==> src/rtl/pvic_pkg.sv <==
package pvic_pkg;
  localparam int N_RST = 3;
  localparam int N_NMI = 6;
  localparam int LVL_W = 3;
  localparam logic [7:0] OFS_RST0 = 8'hFE;
  localparam logic [7:0] OFS_NMI0 = 8'hF8;
  localparam logic [7:0] OFS_IRQ0 = 8'hEC;
  localparam logic [7:0] OFS_SPUR = 8'h10;

  typedef enum logic [1:0] {K_RST, K_NMI, K_IRQ, K_SPUR} kind_e;

  // offset of the k-th source in a group whose first offset is first
  function automatic logic [7:0] grp_ofs(input logic [7:0] first, input logic [7:0] k);
    return first - (k << 1);
  endfunction
endpackage

==> src/rtl/pvic_cfg_regs.sv <==
module pvic_cfg_regs #(
  parameter int N     = 8,
  parameter int VEC_W = 16,
  parameter int AW    = 4
) (
  input  logic                               clk,
  input  logic                               rst_n,
  input  logic                               we,
  input  logic [AW-1:0]                      addr,
  input  logic [VEC_W-1:0]                   wdata,
  output logic [N-1:0][pvic_pkg::LVL_W-1:0]  lvl,
  output logic [N-1:0]                       route,
  output logic [N-1:0]                       xsel,
  output logic [VEC_W-1:0]                   base
);
  always_ff @(posedge clk or negedge rst_n) begin
    if (!rst_n) begin
      lvl   <= '0;
      route <= '0;
      xsel  <= '0;
      base  <= '0;
    end else if (we) begin
      for (int k = 0; k < N; k++) begin
        if (addr == AW'(k)) begin
          lvl[k]   <= wdata[2:0];
          route[k] <= wdata[3];
          xsel[k]  <= wdata[4];
        end
      end
      if (addr == AW'(N)) base <= wdata;
    end
  end
endmodule

==> src/rtl/pvic_pick.sv <==
module pvic_pick #(
  parameter int N  = 8,
  parameter int IW = 3
) (
  input  logic [N-1:0]                       elig,
  input  logic [N-1:0][pvic_pkg::LVL_W-1:0]  lvls,
  output logic                               any,
  output logic [IW-1:0]                      idx,
  output logic [pvic_pkg::LVL_W-1:0]         win_lvl
);
  // descending scan with >= leaves the lowest index on a tie
  always_comb begin
    any     = 1'b0;
    idx     = '0;
    win_lvl = '0;
    for (int k = N - 1; k >= 0; k--) begin
      if (elig[k] && lvls[k] >= win_lvl) begin
        any     = 1'b1;
        win_lvl = lvls[k];
        idx     = IW'(k);
      end
    end
  end
endmodule

==> src/rtl/pvic_port.sv <==
module pvic_port #(
  parameter int VEC_W = 16,
  parameter int IW    = 3
) (
  input  logic                        clk,
  input  logic                        rst_n,
  input  logic [VEC_W-1:0]            base,
  input  logic                        cand_any,
  input  pvic_pkg::kind_e             cand_kind,
  input  logic [IW-1:0]               cand_idx,
  input  logic [pvic_pkg::LVL_W-1:0]  cand_lvl,
  input  logic [7:0]                  cand_ofs,
  input  logic                        held_live,
  input  logic                        rdy,
  output logic                        vld,
  output logic [VEC_W-1:0]            vec,
  output pvic_pkg::kind_e             h_kind,
  output logic [IW-1:0]               h_idx,
  output logic [pvic_pkg::LVL_W-1:0]  h_lvl,
  output logic                        acc
);
  import pvic_pkg::*;

  assign acc = vld && rdy;

  always_ff @(posedge clk or negedge rst_n) begin
    if (!rst_n) begin
      vld    <= 1'b0;
      vec    <= '0;
      h_kind <= K_SPUR;
      h_idx  <= '0;
      h_lvl  <= '0;
    end else if (!vld) begin
      if (cand_any) begin
        vld    <= 1'b1;
        vec    <= base + VEC_W'(cand_ofs);
        h_kind <= cand_kind;
        h_idx  <= cand_idx;
        h_lvl  <= cand_lvl;
      end
    end else if (rdy) begin
      vld <= 1'b0;
    end else if (h_kind != K_SPUR && !held_live) begin
      h_kind <= K_SPUR;
      vec    <= base + VEC_W'(OFS_SPUR);
    end
  end

  // presented vector only changes by turning spurious
  p_hold_stable_r8: assert property (@(posedge clk) disable iff (!rst_n)
    vld && !rdy |=> vld && ($stable(vec) || h_kind == K_SPUR));

  p_spur_from_held_r9: assert property (@(posedge clk) disable iff (!rst_n)
    vld && !rdy && h_kind != K_SPUR && !held_live |=> h_kind == K_SPUR);
endmodule

==> src/rtl/pvic_top.sv <==
module pvic_top #(
  parameter int NUM_SRC = 8,
  parameter int VEC_W   = 16,
  localparam int AW     = $clog2(NUM_SRC + 1),
  localparam int IW     = ($clog2(NUM_SRC) > 3) ? $clog2(NUM_SRC) : 3
) (
  input  logic                 clk,
  input  logic                 rst_n,
  input  logic                 cfg_we,
  input  logic [AW-1:0]        cfg_addr,
  input  logic [VEC_W-1:0]     cfg_wdata,
  input  logic [2:0]           rst_req,
  input  logic [5:0]           nmi_req,
  input  logic [NUM_SRC-1:0]   irq_req,
  input  logic                 i_mask,
  input  logic                 x_mask,
  output logic                 cpu_vld,
  input  logic                 cpu_rdy,
  output logic [VEC_W-1:0]     cpu_vec,
  input  logic                 cpu_ret,
  output logic [2:0]           cpu_lvl,
  output logic                 cop_vld,
  input  logic                 cop_rdy,
  output logic [VEC_W-1:0]     cop_vec,
  input  logic                 cop_done,
  output logic [2:0]           cop_lvl,
  output logic                 cop_nested
);
  import pvic_pkg::*;

  logic [NUM_SRC-1:0][LVL_W-1:0] lvl;
  logic [NUM_SRC-1:0]            route, xsel;
  logic [VEC_W-1:0]              base;

  pvic_cfg_regs #(.N(NUM_SRC), .VEC_W(VEC_W), .AW(AW)) u_cfg (
    .clk(clk), .rst_n(rst_n), .we(cfg_we), .addr(cfg_addr), .wdata(cfg_wdata),
    .lvl(lvl), .route(route), .xsel(xsel), .base(base)
  );

  // ---------------- eligibility ----------------
  logic [NUM_SRC-1:0] cpu_el, cop_el;
  logic [2:0]         cop_lvl_q, cop_sav_q;
  logic               cop_nest_q;

  always_comb begin
    for (int k = 0; k < NUM_SRC; k++) begin
      cpu_el[k] = irq_req[k] && lvl[k] != '0 && !route[k] &&
                  !(xsel[k] ? x_mask : i_mask) && lvl[k] > cpu_lvl;
      cop_el[k] = irq_req[k] && lvl[k] != '0 && route[k] &&
                  !cop_nest_q && lvl[k] > cop_lvl_q;
    end
  end

  logic          cpu_pany, cop_pany;
  logic [IW-1:0] cpu_pidx, cop_pidx;
  logic [2:0]    cpu_plvl, cop_plvl;

  pvic_pick #(.N(NUM_SRC), .IW(IW)) u_pick_cpu (
    .elig(cpu_el), .lvls(lvl), .any(cpu_pany), .idx(cpu_pidx), .win_lvl(cpu_plvl));
  pvic_pick #(.N(NUM_SRC), .IW(IW)) u_pick_cop (
    .elig(cop_el), .lvls(lvl), .any(cop_pany), .idx(cop_pidx), .win_lvl(cop_plvl));

  // ---------------- processor candidate: resets, traps, maskable ----------------
  logic          c_any;
  kind_e         c_kind;
  logic [IW-1:0] c_idx;
  logic [2:0]    c_lvl;
  logic [7:0]    c_ofs;

  always_comb begin
    c_any  = cpu_pany;
    c_kind = K_IRQ;
    c_idx  = cpu_pidx;
    c_lvl  = cpu_plvl;
    c_ofs  = grp_ofs(OFS_IRQ0, 8'(cpu_pidx));
    if (nmi_req != '0) begin
      c_any = 1'b1;
      c_kind = K_NMI;
      c_lvl = '0;
      for (int j = N_NMI - 1; j >= 0; j--)
        if (nmi_req[j]) begin
          c_idx = IW'(j);
          c_ofs = grp_ofs(OFS_NMI0, 8'(j));
        end
    end
    if (rst_req != '0) begin
      c_any = 1'b1;
      c_kind = K_RST;
      c_lvl = '0;
      for (int i = N_RST - 1; i >= 0; i--)
        if (rst_req[i]) begin
          c_idx = IW'(i);
          c_ofs = grp_ofs(OFS_RST0, 8'(i));
        end
    end
  end

  // ---------------- handler ports ----------------
  kind_e         cpu_hk, cop_hk;
  logic [IW-1:0] cpu_hi, cop_hi;
  logic [2:0]    cpu_hl, cop_hl;
  logic          cpu_acc, cop_acc, cpu_live, cop_live;

  always_comb begin
    cpu_live = 1'b1;
    cop_live = 1'b0;
    for (int k = 0; k < NUM_SRC; k++) begin
      if (cop_hi == IW'(k)) cop_live = irq_req[k];
      if (cpu_hk == K_IRQ && cpu_hi == IW'(k)) cpu_live = irq_req[k];
    end
    for (int j = 0; j < N_NMI; j++)
      if (cpu_hk == K_NMI && cpu_hi == IW'(j)) cpu_live = nmi_req[j];
    for (int i = 0; i < N_RST; i++)
      if (cpu_hk == K_RST && cpu_hi == IW'(i)) cpu_live = rst_req[i];
  end

  pvic_port #(.VEC_W(VEC_W), .IW(IW)) u_port_cpu (
    .clk(clk), .rst_n(rst_n), .base(base), .cand_any(c_any), .cand_kind(c_kind),
    .cand_idx(c_idx), .cand_lvl(c_lvl), .cand_ofs(c_ofs), .held_live(cpu_live),
    .rdy(cpu_rdy), .vld(cpu_vld), .vec(cpu_vec), .h_kind(cpu_hk), .h_idx(cpu_hi),
    .h_lvl(cpu_hl), .acc(cpu_acc)
  );

  pvic_port #(.VEC_W(VEC_W), .IW(IW)) u_port_cop (
    .clk(clk), .rst_n(rst_n), .base(base), .cand_any(cop_pany), .cand_kind(K_IRQ),
    .cand_idx(cop_pidx), .cand_lvl(cop_plvl), .cand_ofs(grp_ofs(OFS_IRQ0, 8'(cop_pidx))),
    .held_live(cop_live), .rdy(cop_rdy), .vld(cop_vld), .vec(cop_vec), .h_kind(cop_hk),
    .h_idx(cop_hi), .h_lvl(cop_hl), .acc(cop_acc)
  );

  // ---------------- processor in-service levels (bit per level) ----------------
  logic [7:1] svc_q, svc_d;

  always_comb begin
    cpu_lvl = '0;
    for (int l = 1; l <= 7; l++) if (svc_q[l]) cpu_lvl = 3'(l);
  end

  always_comb begin
    svc_d = svc_q;
    if (cpu_ret)
      for (int l = 1; l <= 7; l++) if (cpu_lvl == 3'(l)) svc_d[l] = 1'b0;
    if (cpu_acc && cpu_hk == K_IRQ)
      for (int l = 1; l <= 7; l++) if (cpu_hl == 3'(l)) svc_d[l] = 1'b1;
    if (cpu_acc && cpu_hk == K_RST) svc_d = '0;
  end

  always_ff @(posedge clk or negedge rst_n) begin
    if (!rst_n) svc_q <= '0;
    else        svc_q <= svc_d;
  end

  // ---------------- coprocessor one-deep nesting ----------------
  logic [2:0] cop_lvl_d, cop_sav_d;
  logic       cop_nest_d;

  always_comb begin
    cop_lvl_d  = cop_lvl_q;
    cop_sav_d  = cop_sav_q;
    cop_nest_d = cop_nest_q;
    if (cop_done) begin
      if (cop_nest_q) begin
        cop_lvl_d  = cop_sav_q;
        cop_nest_d = 1'b0;
      end else begin
        cop_lvl_d = '0;
      end
    end
    if (cop_acc && cop_hk == K_IRQ) begin
      if (cop_lvl_d != '0) begin
        cop_sav_d  = cop_lvl_d;
        cop_nest_d = 1'b1;
      end
      cop_lvl_d = cop_hl;
    end
  end

  always_ff @(posedge clk or negedge rst_n) begin
    if (!rst_n) begin
      cop_lvl_q  <= '0;
      cop_sav_q  <= '0;
      cop_nest_q <= 1'b0;
    end else begin
      cop_lvl_q  <= cop_lvl_d;
      cop_sav_q  <= cop_sav_d;
      cop_nest_q <= cop_nest_d;
    end
  end

  assign cop_lvl    = cop_lvl_q;
  assign cop_nested = cop_nest_q;

  // ---------------- checks ----------------
  p_cop_one_deep_r7: assert property (@(posedge clk) disable iff (!rst_n)
    cop_nested |-> !cop_vld);

  p_nest_above_r5: assert property (@(posedge clk) disable iff (!rst_n)
    cpu_vld && cpu_hk == K_IRQ |-> cpu_hl > cpu_lvl);

  p_lvl_rise_r5: assert property (@(posedge clk) disable iff (!rst_n)
    !cpu_ret && !(cpu_acc && cpu_hk == K_RST) |=> cpu_lvl >= $past(cpu_lvl));

  p_spur_quiet_r9: assert property (@(posedge clk) disable iff (!rst_n)
    cpu_acc && cpu_hk == K_SPUR && !cpu_ret |=> $stable(cpu_lvl));

  p_rst_clear_r1: assert property (@(posedge clk) disable iff (!rst_n)
    cpu_acc && cpu_hk == K_RST |=> cpu_lvl == 3'd0);
endmodule

==> config.mk <==
export PLATFORM = sky130hd
export DESIGN_NAME = pvic_top
export DESIGN_NICKNAME = d
export VERILOG_FILES = /design/src/rtl/pvic_pkg.sv /design/src/rtl/pvic_cfg_regs.sv /design/src/rtl/pvic_pick.sv /design/src/rtl/pvic_port.sv /design/src/rtl/pvic_top.sv
export SDC_FILE = /design/constraint.sdc
export NUM_CORES = 1
export LEC_CHECK = 0
export ABC_AREA = 1
export BUFFER_PORTS_ARGS = -buffer_cell sky130_fd_sc_hd__buf_2
export CORE_MARGIN = 10
export CORE_UTILIZATION = 55
export CTS_BUF_LIST = sky130_fd_sc_hd__clkbuf_16
export DETAILED_ROUTE_END_ITERATION = 12
export GPL_TIMING_DRIVEN = 0
export MAX_ROUTING_LAYER = met4
export PLACE_DENSITY = 0.88
export SETUP_SLACK_MARGIN = 0.05
export SYNTH_ARGS = -nofsm -noshare
export SYNTH_HDL_FRONTEND = slang
export SYNTH_SLANG_ARGS = --single-unit
==> constraint.sdc <==
create_clock -name clk -period 10.1 [get_ports clk]
set_input_delay 2.02 -clock clk [delete_from_list [all_inputs] [get_ports clk]]
set_output_delay 2.02 -clock clk [all_outputs]
set_load 0.01 [all_outputs]
After elaboration in Yosys (flattened, before gate mapping):

Cells that the tools add are included.

* latch bits: 0
* memory bits (read-only): 0
* RAM bits: 0
* word-level logic and storage cells: 429
* register bits: 120
* input bits: 46
* memories kept: 0

* order comparisons: 31
* mux-type cells: 161
* eq/ne operators: 45
* reduce and logical (&&, ||, !) cells: 146
* bitwise operators: 2
* add/sub/neg operators: 5
* divide/modulo/power cells: 0
* shifts and indexed selects: 0
* multiply operators: 0

Operator list (count)
* 2-to-1 mux 3 bit: 54
* 2-to-1 mux 16 bit: 8
* logical AND 1 bit: 96
* 2-to-1 mux 8 bit: 11
* 2-to-1 mux 1 bit: 75
* equality test 3 bit (second input constant): 16
* greater-than comparator 3 bit: 16
* greater-or-equal comparator 3 bit: 14
* adder 16 x 8 -> 16 bit: 2
* nonzero test 3 bit: 10
* equality test 3 x 2 -> 1 bit (second input constant): 8
* AND reduction 2 bit: 12
* 2-to-1 mux 7 bit: 3
* 2-to-1 mux 2 bit: 10
* zero test 1 bit: 19
* adder 16 x 5 -> 16 bit (second input constant): 1
* equality test 4 x 3 -> 1 bit (second input constant): 4
* subtractor 6 x 5 -> 7 bit (first input constant): 2
* equality test 3 x 1 -> 1 bit (second input constant): 4
* inequality test 2 bit (second input constant): 6
* equality test 4 x 2 -> 1 bit (second input constant): 2
* zero test 3 bit: 2
* AND reduction 3 bit: 2
* nonzero test 6 bit: 1
* 9 further kinds: 12

Depth between registers and ports, before layout:

Gate-level depths: netlist (run 1).

* word-level depth: 47
* gate-level depth with buffers: 88
* mapped depth without buffers: 88

By module:

From an unflattened synthesis (run 1), not the netlist that was laid out.

* cells, all modules: 1478
* area total of the unflattened synthesis: 10545.1 sq um

Modules (own cells, without submodules)
* pvic_port: cells each 231, area an instance 1791.7 sq um, sequential area each 628.1 sq um, instances 2
* pvic_top: cells each 403, area an instance 2616.3 sq um, sequential area each 350.3 sq um, instances 1
* pvic_cfg_regs: cells each 274, area an instance 2359.8 sq um, sequential area each 1401.3 sq um, instances 1
* pvic_pick at u_pick_cpu: cells each 170, area an instance 996.0 sq um, sequential area each 0.0 sq um, instances 1
* pvic_pick at u_pick_cop: cells each 169, area an instance 989.7 sq um, sequential area each 0.0 sq um, instances 1

Worst setup path before layout (run 1):

Ideal clock, no wire load.

* path type: input to register
* from: input irq_req[7]
* to: register u_port_cop.vec[14]
* path slack: -1541 ps
* arrival: 11517 ps
* data required time: 9976 ps
* library setup time: 124 ps
* stages: 69
* cell sequence: nand3_1 nor2_1 inv_1 nor2_1 inv_1 ha_1 nand2_1 o211ai_1 nand3_1 nand2_1 o21ai_0 ha_1 inv_1 a21boi_0 o21ai_0 a221o_1 o21ai_0 ha_1 (+33 left out) ha_1 inv_1 ha_1 nand2_1 nor2_1 a211oi_1 nor2_1 nor2_1 nor2_1 nor2_1 inv_1 nor2_1 nor2_1 nand2_1 xor2_1 nand2_1 o211ai_1 nand2_1

* longest elaborated chain between the ends: 31

Ends and longest elaborated chain
* from (decl): RTL line pvic_top.sv:14 `input logic [NUM_SRC-1:0] irq_req,`
* logical AND 1 bit * (3 in series): RTL line pvic_top.sv:49 `cop_el[k] = irq_req[k] && lvl[k] != '0 && route[k] &&`
* logical AND 1 bit *: RTL line pvic_top.sv:50 `!cop_nest_q && lvl[k] > cop_lvl_q;`
* logical AND 1 bit *: RTL line pvic_pick.sv:17 `if (elig[k] && lvls[k] >= win_lvl) begin`
* 2-to-1 mux 3 bit: RTL line pvic_pick.sv:17
* greater-or-equal comparator 3 bit: RTL line pvic_pick.sv:17
* logical AND 1 bit: RTL line pvic_pick.sv:17
* 2-to-1 mux 3 bit: RTL line pvic_pick.sv:17
* greater-or-equal comparator 3 bit: RTL line pvic_pick.sv:17
* (+14 left out)
* greater-or-equal comparator 3 bit: RTL line pvic_pick.sv:17
* logical AND 1 bit: RTL line pvic_pick.sv:17
* 2-to-1 mux 3 bit *: RTL line pvic_pick.sv:17
* named net cop_pidx[1]: RTL line pvic_top.sv:55 `logic [IW-1:0] cpu_pidx, cop_pidx;`
* subtractor 6 x 5 -> 7 bit *: RTL line pvic_pkg.sv:14 `return first - (k << 1);`
* adder 16 x 8 -> 16 bit *: RTL line pvic_port.sv:36 `vec <= base + VEC_W'(cand_ofs);`
* 2-to-1 mux 16 bit *: RTL line pvic_port.sv:34 `if (cand_any) begin`
* 2-to-1 mux 16 bit *: RTL line pvic_port.sv:33 `end else if (!vld) begin`
* to (signal assigned): RTL line pvic_port.sv:36
* to (signal assigned): RTL line pvic_port.sv:45 `vec <= base + VEC_W'(OFS_SPUR);`
* to (decl): RTL line pvic_port.sv:16 `output logic [VEC_W-1:0] vec,`

The timed path passes the listed nets; every way through them passes the cells marked *. The select of a mux whose other input is x is not followed.
A chain may end at the register's enable or synchronous reset.

Final worst setup path (run 1):

* from: register cop_lvl_q[2], in the netlist cop_lvl[2]
* to: register u_port_cop.vec[14]

* longest elaborated chain between the ends: 29

Ends and longest elaborated chain
* from (decl): RTL line pvic_top.sv:42 `logic [2:0] cop_lvl_q, cop_sav_q;`
* from (signal assigned): RTL line pvic_top.sv:184 `cop_lvl_q <= cop_lvl_d;`
* greater-than comparator 3 bit: RTL line pvic_top.sv:50
* logical AND 1 bit: RTL line pvic_top.sv:50
* logical AND 1 bit: RTL line pvic_pick.sv:17
* 2-to-1 mux 3 bit: RTL line pvic_pick.sv:17
* greater-or-equal comparator 3 bit: RTL line pvic_pick.sv:17
* logical AND 1 bit: RTL line pvic_pick.sv:17
* 2-to-1 mux 3 bit: RTL line pvic_pick.sv:17
* greater-or-equal comparator 3 bit: RTL line pvic_pick.sv:17
* (+14 left out)
* greater-or-equal comparator 3 bit: RTL line pvic_pick.sv:17
* logical AND 1 bit: RTL line pvic_pick.sv:17
* 2-to-1 mux 3 bit *: RTL line pvic_pick.sv:17
* named net cop_pidx[2]: RTL line pvic_top.sv:55
* subtractor 6 x 5 -> 7 bit *: RTL line pvic_pkg.sv:14
* adder 16 x 8 -> 16 bit *: RTL line pvic_port.sv:36
* 2-to-1 mux 16 bit *: RTL line pvic_port.sv:34
* 2-to-1 mux 16 bit *: RTL line pvic_port.sv:33

Marks and branches as above.

==> flow_summary.yaml, run 1 <==
grt:
  grt_usage_pct: 30.0
  overflow: 0
  grt_pass1_vias: 10200
  antenna_found_initial: 0
  grt_max_degree: 81
  grt_first_pass_wirelength_um: 52000
sta:
  drv_slew: 0
  skew_ns: 0.00708
  setup_ws_ns: -2.09
  fmax_mhz: 82.0
  tightest_slew_ns: 1.35
  setup_viol: 38
  grt_setup_unrepaired: "yes"
  hold_viol: 0
  tns_ns: -44.10
  period_needed_ns: 12.19
  slew_headroom_pct: 7.61
  period_share_pct: 121
detailed_routing:
  viasPerCell: 6.40
  wire_per_inst_um: 20.8
  drt_iter0_drc: 1458
  ant_nets: 0
  drc: 0
  wl_um: 33900
  vias: 10400
  drtPass1Iterations: 9
power:
  p_switching_mw: 1.40
  power.density_nw_per_um2: 261
  p_sw_share_pct: 45.6
  seq_power_share_pct: 25.4
  vdd.ir_drop.worst_mv: 0.225
  cell_internal_pwr_mw: 1.67
  power_frac_comb_pct: 53.3
  p_leak_nw: 5.69
  clockPowerShare_pct: 21.3
logic_synthesis:
  synth_area_leaders: "dfrtp_1 (32%), ha_1 (14%), nand2_1 (11%)"
  syn_avg_cell_area_um2: 7.44
  synth.top_cell.area_share_pct: 31.9
  synth_cells: 1223
  syn_nets: 1371
  synth_edf_count: 0
  synth_seq_cells: 119
  yosys.area.top_type: "dfrtp_1"
  yosys_warnings: 0
  async_flop_share_pct: 100
  synth_ff_type: "dfrtp_1"
  synth_cell_types: 58
  seq_area_frac_synth_pct: 32.8
  syn_area_um2: 9100
worst_setup_path:
  cp-start-kind: "flip-flop"
  cp_max_fo: 9
  cp.required_ns: 10.42
  cp_top_family: "compound AO/OA/AOI/OAI gates"
  cp_common_cell: "ha_4"
  setup.worst_path.end_class: "flip-flop"
  path_buf_inv: 11
  slowest_delay_ns: 0.47
  crit_path_top_delay_cell: "inv_1"
  critPathKind: "reg2reg"
  worstPathArrival_ns: 12.51
min_path:
  min_path_type: "reg2reg"
floorplanning:
  core_area_um2: 16100
  ios: 87
  die_area_um2: 22100
  die_h_um: 149
  start_util_pct: 56.7
  dieWidth_um: 149
  rows: 46
finish:
  drive_gt1_share_pct: 25.5
  n_antenna_cell: 0
  nFillCells: 1013
  area_growth_pct: 29.6
  final_area_um2: 11800
  nets: 1545
placement:
  portBuffers: 85
  hpwl_um: 20300
  place_area_um2: 10000
  gp_congestion: 0.960
run:
  drv_cap: 0
clock_tree:
  ctsHoldBuffers: 0
  clockBufferDepth: 2
  cts_buffers: 17
  path_clk_slew_ns: 0.06
  htreeDepth: 4
  cts_tree: "yes"
  cts_root_buffer: "clkbuf_16"
  clk_latency_ns: 0.44
  cts_sinks: 119
run_status:
  violations: "setup timing"
  status: "complete, but fails checks"
-- tightest hold or removal path: stages (launching register included) --
cell and delay, ns:
dfrtp_1 0.34, nand2_1 0.05, nand2_1 0.05
-- metal layers --
layer	global-route usage [%]	wire length, µm	up-vias
met4	17.5	2170	0
met2	46.9	15700	787
met3	8.22	3810	248
li1	-	-	4546
met1	34.1	12200	4830
met5	-	0	-
-- cell usage in the layout (no fill, tap or decap), types with 53 or more instances in the layout --
master	n
nand2_1	247
a21oi_1	59
o21ai_0	91
dfrtp_1	116
buf_4	67
buf_2	83
inv_1	136
nand3_1	53
nor2_1	88
ha_1	84
-- power groups by stage --
stage          sequential (mW)  clock [mW]  combinational, mW
6_report                 0.782       0.655               1.64
5_1_grt                  0.797       0.669               1.78
4_1_cts                  0.766       0.645               1.49
3_5_place_dp             0.764           0               1.29
3_3_place_gp             0.757           0               1.23
2_1_floorplan            0.761           0              0.914
-- path summary, 6_finish.rpt --
kind / startpoint / end / slack [ns] / cells after the start
worst min-delay path: u_port_cop.vec[15]$_DFFE_PN0P_ / u_port_cop.vec[15]$_DFFE_PN0P_ / 0.47 / 2
max in group asynchronous: rst_n / u_port_cop.h_kind[0]$_DFFE_PN1P_ / 7.84 / 2
worst max-delay path: cop_lvl[2]$_DFF_PN0_ / u_port_cop.vec[14]$_DFFE_PN0P_ / -2.09 / 74
min in group asynchronous: rst_n / svc_q[4]$_DFF_PN0_ / 1.50 / 1
worst max register to register: cop_lvl[2]$_DFF_PN0_ / u_port_cop.vec[14]$_DFFE_PN0P_ / -2.09 / 74
worst min register to register: u_port_cop.vec[15]$_DFFE_PN0P_ / u_port_cop.vec[15]$_DFFE_PN0P_ / 0.47 / 2
-- flip-flops by register name, indices dropped and copies added (netlist names) --
register           count
cop_nested             1
u_port_cop.h_idx       3
u_port_cop.h_lvl       3
u_port_cpu.h_kind      2
cop_sav_q              3
cop_lvl                3
u_port_cpu.h_idx       3
u_cfg.lvl             24
u_port_cop.vec        16
u_port_cop.h_kind      1
u_cfg.base            16
u_cfg.route            8
svc_q                  7
u_port_cpu.vld         1
u_port_cpu.vec        16
u_cfg.xsel             8
u_port_cop.vld         1
u_port_cpu.h_lvl       3
-- through the flow --
step                power (mW)  worst slack, ns  util (%)  instances  hold slack, ns
CTS                       2.90            -1.24      72.3       1623           0.483
global route              3.25            -2.56      73.5       1626           0.501
finish                    3.07            -2.09      73.5       1626           0.468
detailed placement        2.05            -2.81      62.5       1525           0.461
floorplan                 1.67           -0.934         -       1223           0.453
global placement          1.99            -2.50      62.3       1524           0.460
-- cells in the mapped netlist, types with 3 or more instances --
cell type / n
a211oi_1: 5
a21oi_1: 67
a311oi_1: 5
a31oi_1: 12
buf_4: 3
clkbuf_1: 15
dfrtp_1: 116
dfstp_2: 3
ha_1: 100
inv_1: 150
nand2_1: 265
nand2_2: 15
nand2_4: 3
nand3_1: 61
nand3_2: 4
nand4_1: 11
nor2_1: 104
nor2_4: 3
nor3_1: 26
o2111ai_1: 5
o211ai_1: 17
o21a_1: 7
o21ai_0: 137
o21ai_1: 7
o21ai_2: 3
o21bai_1: 3
o221ai_1: 4
o22ai_1: 8
o311ai_0: 3
o31ai_1: 9
xnor2_1: 4
xor2_1: 15
-- repair_timing --
action | in CTS | in global routing
pin swaps | 62 | 23
setup endpoints to repair | 49 | 49
buffers inserted | 71 | 9
gates resized for setup | 114 | 43
-- cells by family after synthesis --
logic type      share of synthesized area [%]
buf+inv                                  7.31
flops                                    32.8
compound gates                           20.0
xor+xnor                                 1.83
simple gates                             23.8
fa+ha+maj                                14.2
mux                                     0.124
-- layout make-up --
cell class | count | area, µm² | share of cell area, %
inverter | 152 | 579 | 4.91
clock buffer | 17 | 425 | 3.61
buffer | 20 | 125 | 1.06
sequential | 119 | 2980 | 25.3
multi-input combinational | 932 | 6220 | 52.7
tap | 216 | 270 | 2.29
clock inverter | 15 | 186 | 1.58
timing repair buffer | 155 | 1010 | 8.57
Power figures use the tool's default switching activity.
==> run 2: changes to the inputs <==
--- a/config.mk
+++ b/config.mk
@@ -8,13 +8,14 @@
 export ABC_AREA = 1
 export BUFFER_PORTS_ARGS = -buffer_cell sky130_fd_sc_hd__buf_2
 export CORE_MARGIN = 10
-export CORE_UTILIZATION = 55
+export CORE_UTILIZATION = 40
 export CTS_BUF_LIST = sky130_fd_sc_hd__clkbuf_16
 export DETAILED_ROUTE_END_ITERATION = 12
 export GPL_TIMING_DRIVEN = 0
 export MAX_ROUTING_LAYER = met4
-export PLACE_DENSITY = 0.88
+export PLACE_DENSITY = 0.7
 export SETUP_SLACK_MARGIN = 0.05
+export SLEW_MARGIN = 20
 export SYNTH_ARGS = -nofsm -noshare
 export SYNTH_HDL_FRONTEND = slang
 export SYNTH_SLANG_ARGS = --single-unit
==> flow_summary.yaml, run 2 (synthesis results as in run 1) <==
floorplanning:
  rows: 55
  dieWidth_um: 171
  start_util_pct: 40.4
  ios: 87
  die_h_um: 171
  die_area_um2: 29200
  core_area_um2: 22500
grt:
  antenna_found_initial: 0
  grt_usage_pct: 22.6
  grt_first_pass_wirelength_um: 50700
  grt_pass1_vias: 9676
  overflow: 0
  grt_max_degree: 67
detailed_routing:
  drtPass1Iterations: 8
  wire_per_inst_um: 18.9
  wl_um: 33800
  drc: 0
  drt_iter0_drc: 966
  vias: 10300
  viasPerCell: 5.75
  ant_nets: 0
sta:
  tightest_slew_ns: 1.07
  skew_ns: 0.0132
  drv_slew: 0
  setup_viol: 39
  hold_viol: 0
  tns_ns: -41.85
  period_needed_ns: 11.95
  fmax_mhz: 83.7
  grt_setup_unrepaired: "yes"
  setup_ws_ns: -1.85
  slew_headroom_pct: 26.5
  period_share_pct: 118
worst_setup_path:
  cp_common_cell: "ha_4"
  setup.worst_path.end_class: "flip-flop"
  critPathKind: "in2reg"
  crit_path_top_delay_cell: "a221o_2"
  r2r-start: "cop_lvl[2]$_DFF_PN0_"
  cp_max_fo: 7
  rr_worst_depth: 72
  cp.required_ns: 10.46
  reg2reg_to: "u_port_cop.vec[4]$_DFFE_PN0P_"
  cp-start-kind: "primary input"
  slowest_delay_ns: 0.46
  reg2reg_slack_ns: -1.61
  worstPathArrival_ns: 12.31
clock_tree:
  cts_tree: "yes"
  clockBufferDepth: 2
  htreeDepth: 4
  cts_buffers: 17
  path_clk_slew_ns: 0.07
  cts_root_buffer: "clkbuf_16"
  clk_latency_ns: 0.43
  ctsHoldBuffers: 0
  cts_sinks: 119
finish:
  multi_input_area_um2: 6490
  top_register: "u_cfg.lvl"
  largest_register_ffs: 24
  fin_util_pct: 57.1
  n_antenna_cell: 0
  seq_area_um2: 2980
  area_growth_pct: 41.1
  drive_gt1_share_pct: 33.2
  mostFrequentLayoutCells: "nand2_1 (229), buf_4 (150), inv_1 (134), dfrtp_1 (116), o21ai_0 (91)"
  final_area_um2: 12800
  final_common_cell: "nand2_1"
  nFillCells: 1815
  nets: 1636
placement:
  pre_cts_slack_ns: -2.70
  portBuffers: 85
  place_area_um2: 10100
  gp_congestion: 0.932
  hpwl_um: 20700
power:
  p_leak_nw: 6.11
  vdd.ir_drop.worst_mv: 0.166
  power.density_nw_per_um2: 248
min_path:
  holdPathEnd: "u_port_cop.vec[14]$_DFFE_PN0P_"
  hp-start: "u_port_cop.vec[14]$_DFFE_PN0P_"
  min_path_type: "reg2reg"
  hold-path-cell-count: 2
run_status:
  violations: "setup timing"
  status: "complete, but fails checks"
run:
  drv_cap: 0
## run 2: cell type report
class	count	area share, %
well taps	285	2.78
clock buffers	17	3.31
multi-input cells	932	50.5
clock inverters	15	1.29
repair buffers	246	13.5
plain buffers	20	0.828
flip-flops and latches	119	23.2
inverters	152	4.56
## run 2: metrics by stage
stage | power (mW) | hold WS [ns] | std cells
after CTS | 2.96 | 0.480 | 1757
final | 3.18 | 0.471 | 1786
after global placement | 2.01 | 0.461 | 1593
after floorplan | 1.67 | 0.453 | 1223
after global routing | 3.40 | 0.497 | 1786
after detailed placement | 2.05 | 0.457 | 1594
## run 2: worst max-delay path by stage
stage / start / to / slack [ns] / cells after the start
3_3_place_gp: irq_req[7] / u_port_cop.vec[14]$_DFFE_PN0P_ / -2.62 / 66
5_1_grt: irq_req[7] / u_port_cop.vec[14]$_DFFE_PN0P_ / -2.37 / 71
2_1_floorplan: irq_req[7] / u_port_cop.vec[14]$_DFFE_PN0P_ / -0.93 / 67
4_1_cts: irq_req[7] / u_port_cop.vec[14]$_DFFE_PN0P_ / -1.11 / 71
3_5_place_dp: irq_req[7] / u_port_cop.vec[14]$_DFFE_PN0P_ / -2.70 / 66
6_report: irq_req[7] / u_port_cop.vec[4]$_DFFE_PN0P_ / -1.85 / 69
## run 2: per-layer routing
layer,track usage (%),part of all wire (%)
met2,35.5,47
met1,26.8,39
met3,4.03,8.0
met4,13.4,6.1
met5,-,0
## run 2: where the power goes
group	switching [mW]	internal (mW)	leakage, nW	total [mW]
clock	0.251	0.368	0.289	0.619
sequential	0.150	0.624	1.46	0.774
combinational	1.03	0.760	4.36	1.79
total	1.43	1.75	6.11	3.18
## run 2: what timing repair did
item,in CTS,in global routing
endpoints found under the setup margin,49,49
pin swaps,100,74
gates resized for setup,126,85
setup buffers,131,29
## run 2: critical path: cells and delay by family
kind | cells | cell delay [ns]
buffers and inverters | 15 | 1.70
AND/OR/NAND/NOR | 20 | 2.13
adder cells (fa/ha/maj) | 10 | 2.50
AO/OA/AOI/OAI | 24 | 3.90
==> run 3: changes to the inputs <==
--- a/config.mk
+++ b/config.mk
@@ -5,7 +5,7 @@
 export SDC_FILE = /design/constraint.sdc
 export NUM_CORES = 1
 export LEC_CHECK = 0
-export ABC_AREA = 1
+export ABC_AREA = 0
 export BUFFER_PORTS_ARGS = -buffer_cell sky130_fd_sc_hd__buf_2
 export CORE_MARGIN = 10
 export CORE_UTILIZATION = 40
==> constraint.sdc (replaced) <==
create_clock -name clk -period 10.25 [get_ports clk]
set_input_delay 2.05 -clock clk [delete_from_list [all_inputs] [get_ports clk]]
set_output_delay 2.05 -clock clk [all_outputs]
set_load 0.01 [all_outputs]
==> flow_summary.yaml, run 3 <==
floorplanning:
  die_area_um2: 29300
  start_util_pct: 40.5
  dieWidth_um: 171
  die_h_um: 171
  core_area_um2: 22600
  ios: 87
  rows: 55
grt:
  grt_usage_pct: 19.4
  overflow: 0
  grt_pass1_vias: 8200
  grt_first_pass_wirelength_um: 43600
  antenna_found_initial: 0
  grt_max_degree: 76
clock_tree:
  clockBufferDepth: 2
  clk_latency_ns: 0.43
  path_clk_slew_ns: 0.07
  htreeDepth: 4
  cts_sinks: 119
  ctsHoldBuffers: 0
  cts_root_buffer: "clkbuf_16"
  cts_buffers: 17
  cts_tree: "yes"
logic_synthesis:
  synth_seq_cells: 119
  synth_area_leaders: "dfrtp_1 (32%), ha_1 (14%), mux2_2 (9.0%)"
  synth_cell_types: 77
  syn_area_um2: 9140
  yosys_warnings: 0
  synth_ff_type: "dfrtp_1"
  syn_avg_cell_area_um2: 9.46
  synth_cells: 966
  async_flop_share_pct: 100
  yosys.area.top_type: "dfrtp_1"
  seq_area_frac_synth_pct: 32.6
  yosysMostFrequentCell: "dfrtp_1"
  synth_edf_count: 0
  synthTopCellsByCount: "dfrtp_1 (116), ha_1 (100), nand2_1 (89), mux2_2 (73), a21oi_1 (71)"
  synth.top_cell.area_share_pct: 31.8
  syn_nets: 1114
power:
  p_sw_share_pct: 40.5
  power_frac_comb_pct: 56.0
  seq_power_share_pct: 24.6
  power.density_nw_per_um2: 257
  p_switching_mw: 1.28
  clockPowerShare_pct: 19.4
  cell_internal_pwr_mw: 1.89
  p_leak_nw: 5.59
  vdd.ir_drop.worst_mv: 0.137
worst_setup_path:
  critPathKind: "in2reg"
  cp-start-kind: "primary input"
  crit_path_top_delay_cell: "or4_4"
  cp_common_cell: "a21oi_2"
  worstPathArrival_ns: 14.74
  setup.worst_path.end_class: "flip-flop"
  cp_max_fo: 6
  cp.required_ns: 10.57
  slowest_delay_ns: 0.47
sta:
  hold_viol: 0
  skew_ns: 0.0125
  fmax_mhz: 69.4
  grt_setup_unrepaired: "yes"
  period_share_pct: 141
  drv_slew: 0
  slew_headroom_pct: 45.4
  tightest_slew_ns: 0.813
  setup_viol: 49
  setup_ws_ns: -4.16
  timing.hold.ws_ns: 0.479
  period_needed_ns: 14.41
finish:
  mostFrequentLayoutCells: "dfrtp_1 (116), ha_1 (84), nand2_1 (82), buf_4 (81), buf_2 (80)"
  instances_no_fill: 1462
  top_register: "u_cfg.lvl"
  area_growth_pct: 34.9
  drive_gt1_share_pct: 38.5
  largest_register_ffs: 24
  n_antenna_cell: 0
  nets: 1312
  final_common_cell: "dfrtp_1"
placement:
  dp.cells: 1335
  pre_cts_slack_ns: -5.52
  gp_congestion: 0.910
  portBuffers: 81
  hpwl_um: 19400
detailed_routing:
  wl_um: 28500
  wire_per_inst_um: 19.5
  viasPerCell: 5.69
  drt_iter0_drc: 577
  ant_nets: 0
  drc: 0
  vias: 8317
  drtPass1Iterations: 5
run_status:
  status: "complete, but fails checks"
  violations: "setup timing"
min_path:
  min_path_type: "reg2reg"
run:
  drv_cap: 0
==> run 3: cell count changes in the layout (fill, tap and decap cells not counted), moves of 16 or more <==
cell,delta
mux2_2,+64
o21ai_0,-63
mux2_4,+23
a21o_1,+19
inv_1,-72
o21ai_2,-16
nand2_2,-43
nor2_1,-40
nand2_1,-147
mux2i_1,+19
buf_4,-69
nand3_1,-26
==> run 3: through the flow <==
| step | util [%] | setup TNS (ns) | instance area [µm²] | power (mW) |
|---|---|---|---|---|
| global route | 54.6 | -173.71 | 12300 | 3.38 |
| detailed placement | 46.4 | -197.55 | 10500 | 2.16 |
| CTS | 52.4 | -144.42 | 11800 | 2.97 |
| floorplan | - | -131.04 | 9650 | 1.78 |
| finish | 54.6 | -153.88 | 12300 | 3.17 |
| global placement | 46.1 | -213.95 | 10400 | 2.11 |
==> run 3: power by group through the flow <==
stage	sequential, mW	clock [mW]	combinational, mW
global placement	0.772	0	1.34
finish	0.779	0.615	1.77
detailed placement	0.777	0	1.38
global route	0.799	0.644	1.94
floorplan	0.763	0	1.02
CTS	0.771	0.619	1.58
==> run 3: kinds of logic after synthesis <==
kind of cell	Yosys count	share of synthesized area (%)
AOI/OAI and AO/OA	224	16.0
xor gates and xnor gates	24	2.30
adders and majority gates	103	14.3
buffers and inverters	99	4.29
DFF	119	32.6
muxes	114	14.4
and+or+nand+nor	283	16.1
==> run 3: area by class of cell <==
| cell class | count | area, µm² |
|---|---|---|
| clock inverter | 15 | 166 |
| inverter | 67 | 256 |
| timing repair buffer | 179 | 1260 |
| buffer | 32 | 228 |
| multi-input combinational | 748 | 6640 |
| tap | 285 | 357 |
| sequential | 119 | 2980 |
| fill | 1907 | 10200 |
| clock buffer | 17 | 425 |
==> run 3: worst paths after layout <==
kind / start / end / slack, ns / depth (start not counted)
setup / recovery: x_mask / u_port_cpu.vec[14]$_DFFE_PN0P_ / -4.16 / 71
hold / removal: u_port_cop.h_lvl[2]$_DFFE_PN0P_ / cop_lvl[2]$_DFF_PN0_ / 0.48 / 2
setup reg to reg: svc_q[7]$_DFF_PN0_ / u_port_cpu.vec[14]$_DFFE_PN0P_ / -3.98 / 74
hold reg to reg: u_port_cop.h_lvl[2]$_DFFE_PN0P_ / cop_lvl[2]$_DFF_PN0_ / 0.48 / 2
max in group asynchronous: rst_n / u_port_cpu.h_kind[1]$_DFFE_PN1P_ / 7.92 / 2
min in group asynchronous: rst_n / cop_sav_q[1]$_DFFE_PN0P_ / 1.56 / 1
==> run 3: per-layer routing <==
| layer | vias up | routed length (µm) | global-route usage, % |
|---|---|---|---|
| met5 | - | 0 | - |
| met4 | 0 | 842 | 6.81 |
| met3 | 62 | 1570 | 4.01 |
| met2 | 257 | 13800 | 31.6 |
| met1 | 4069 | 12300 | 23.5 |
| li1 | 3929 | - | - |
==> run 3: critical path, delay by kind of cell <==
kind	cells	cell delay (ns)
compound gates	30	4.46
simple gates	21	3.19
fa+ha+maj	10	2.78
mux	6	1.78
buf+inv	3	0.33
xor+xnor	1	0.14
==> run 3: what timing repair did <==
item / 4_1_cts / 5_1_grt
setup endpoints to repair: 49 / 49
pin swaps: 41 / 40
setup buffers: 64 / 35
resized for setup: 81 / 49
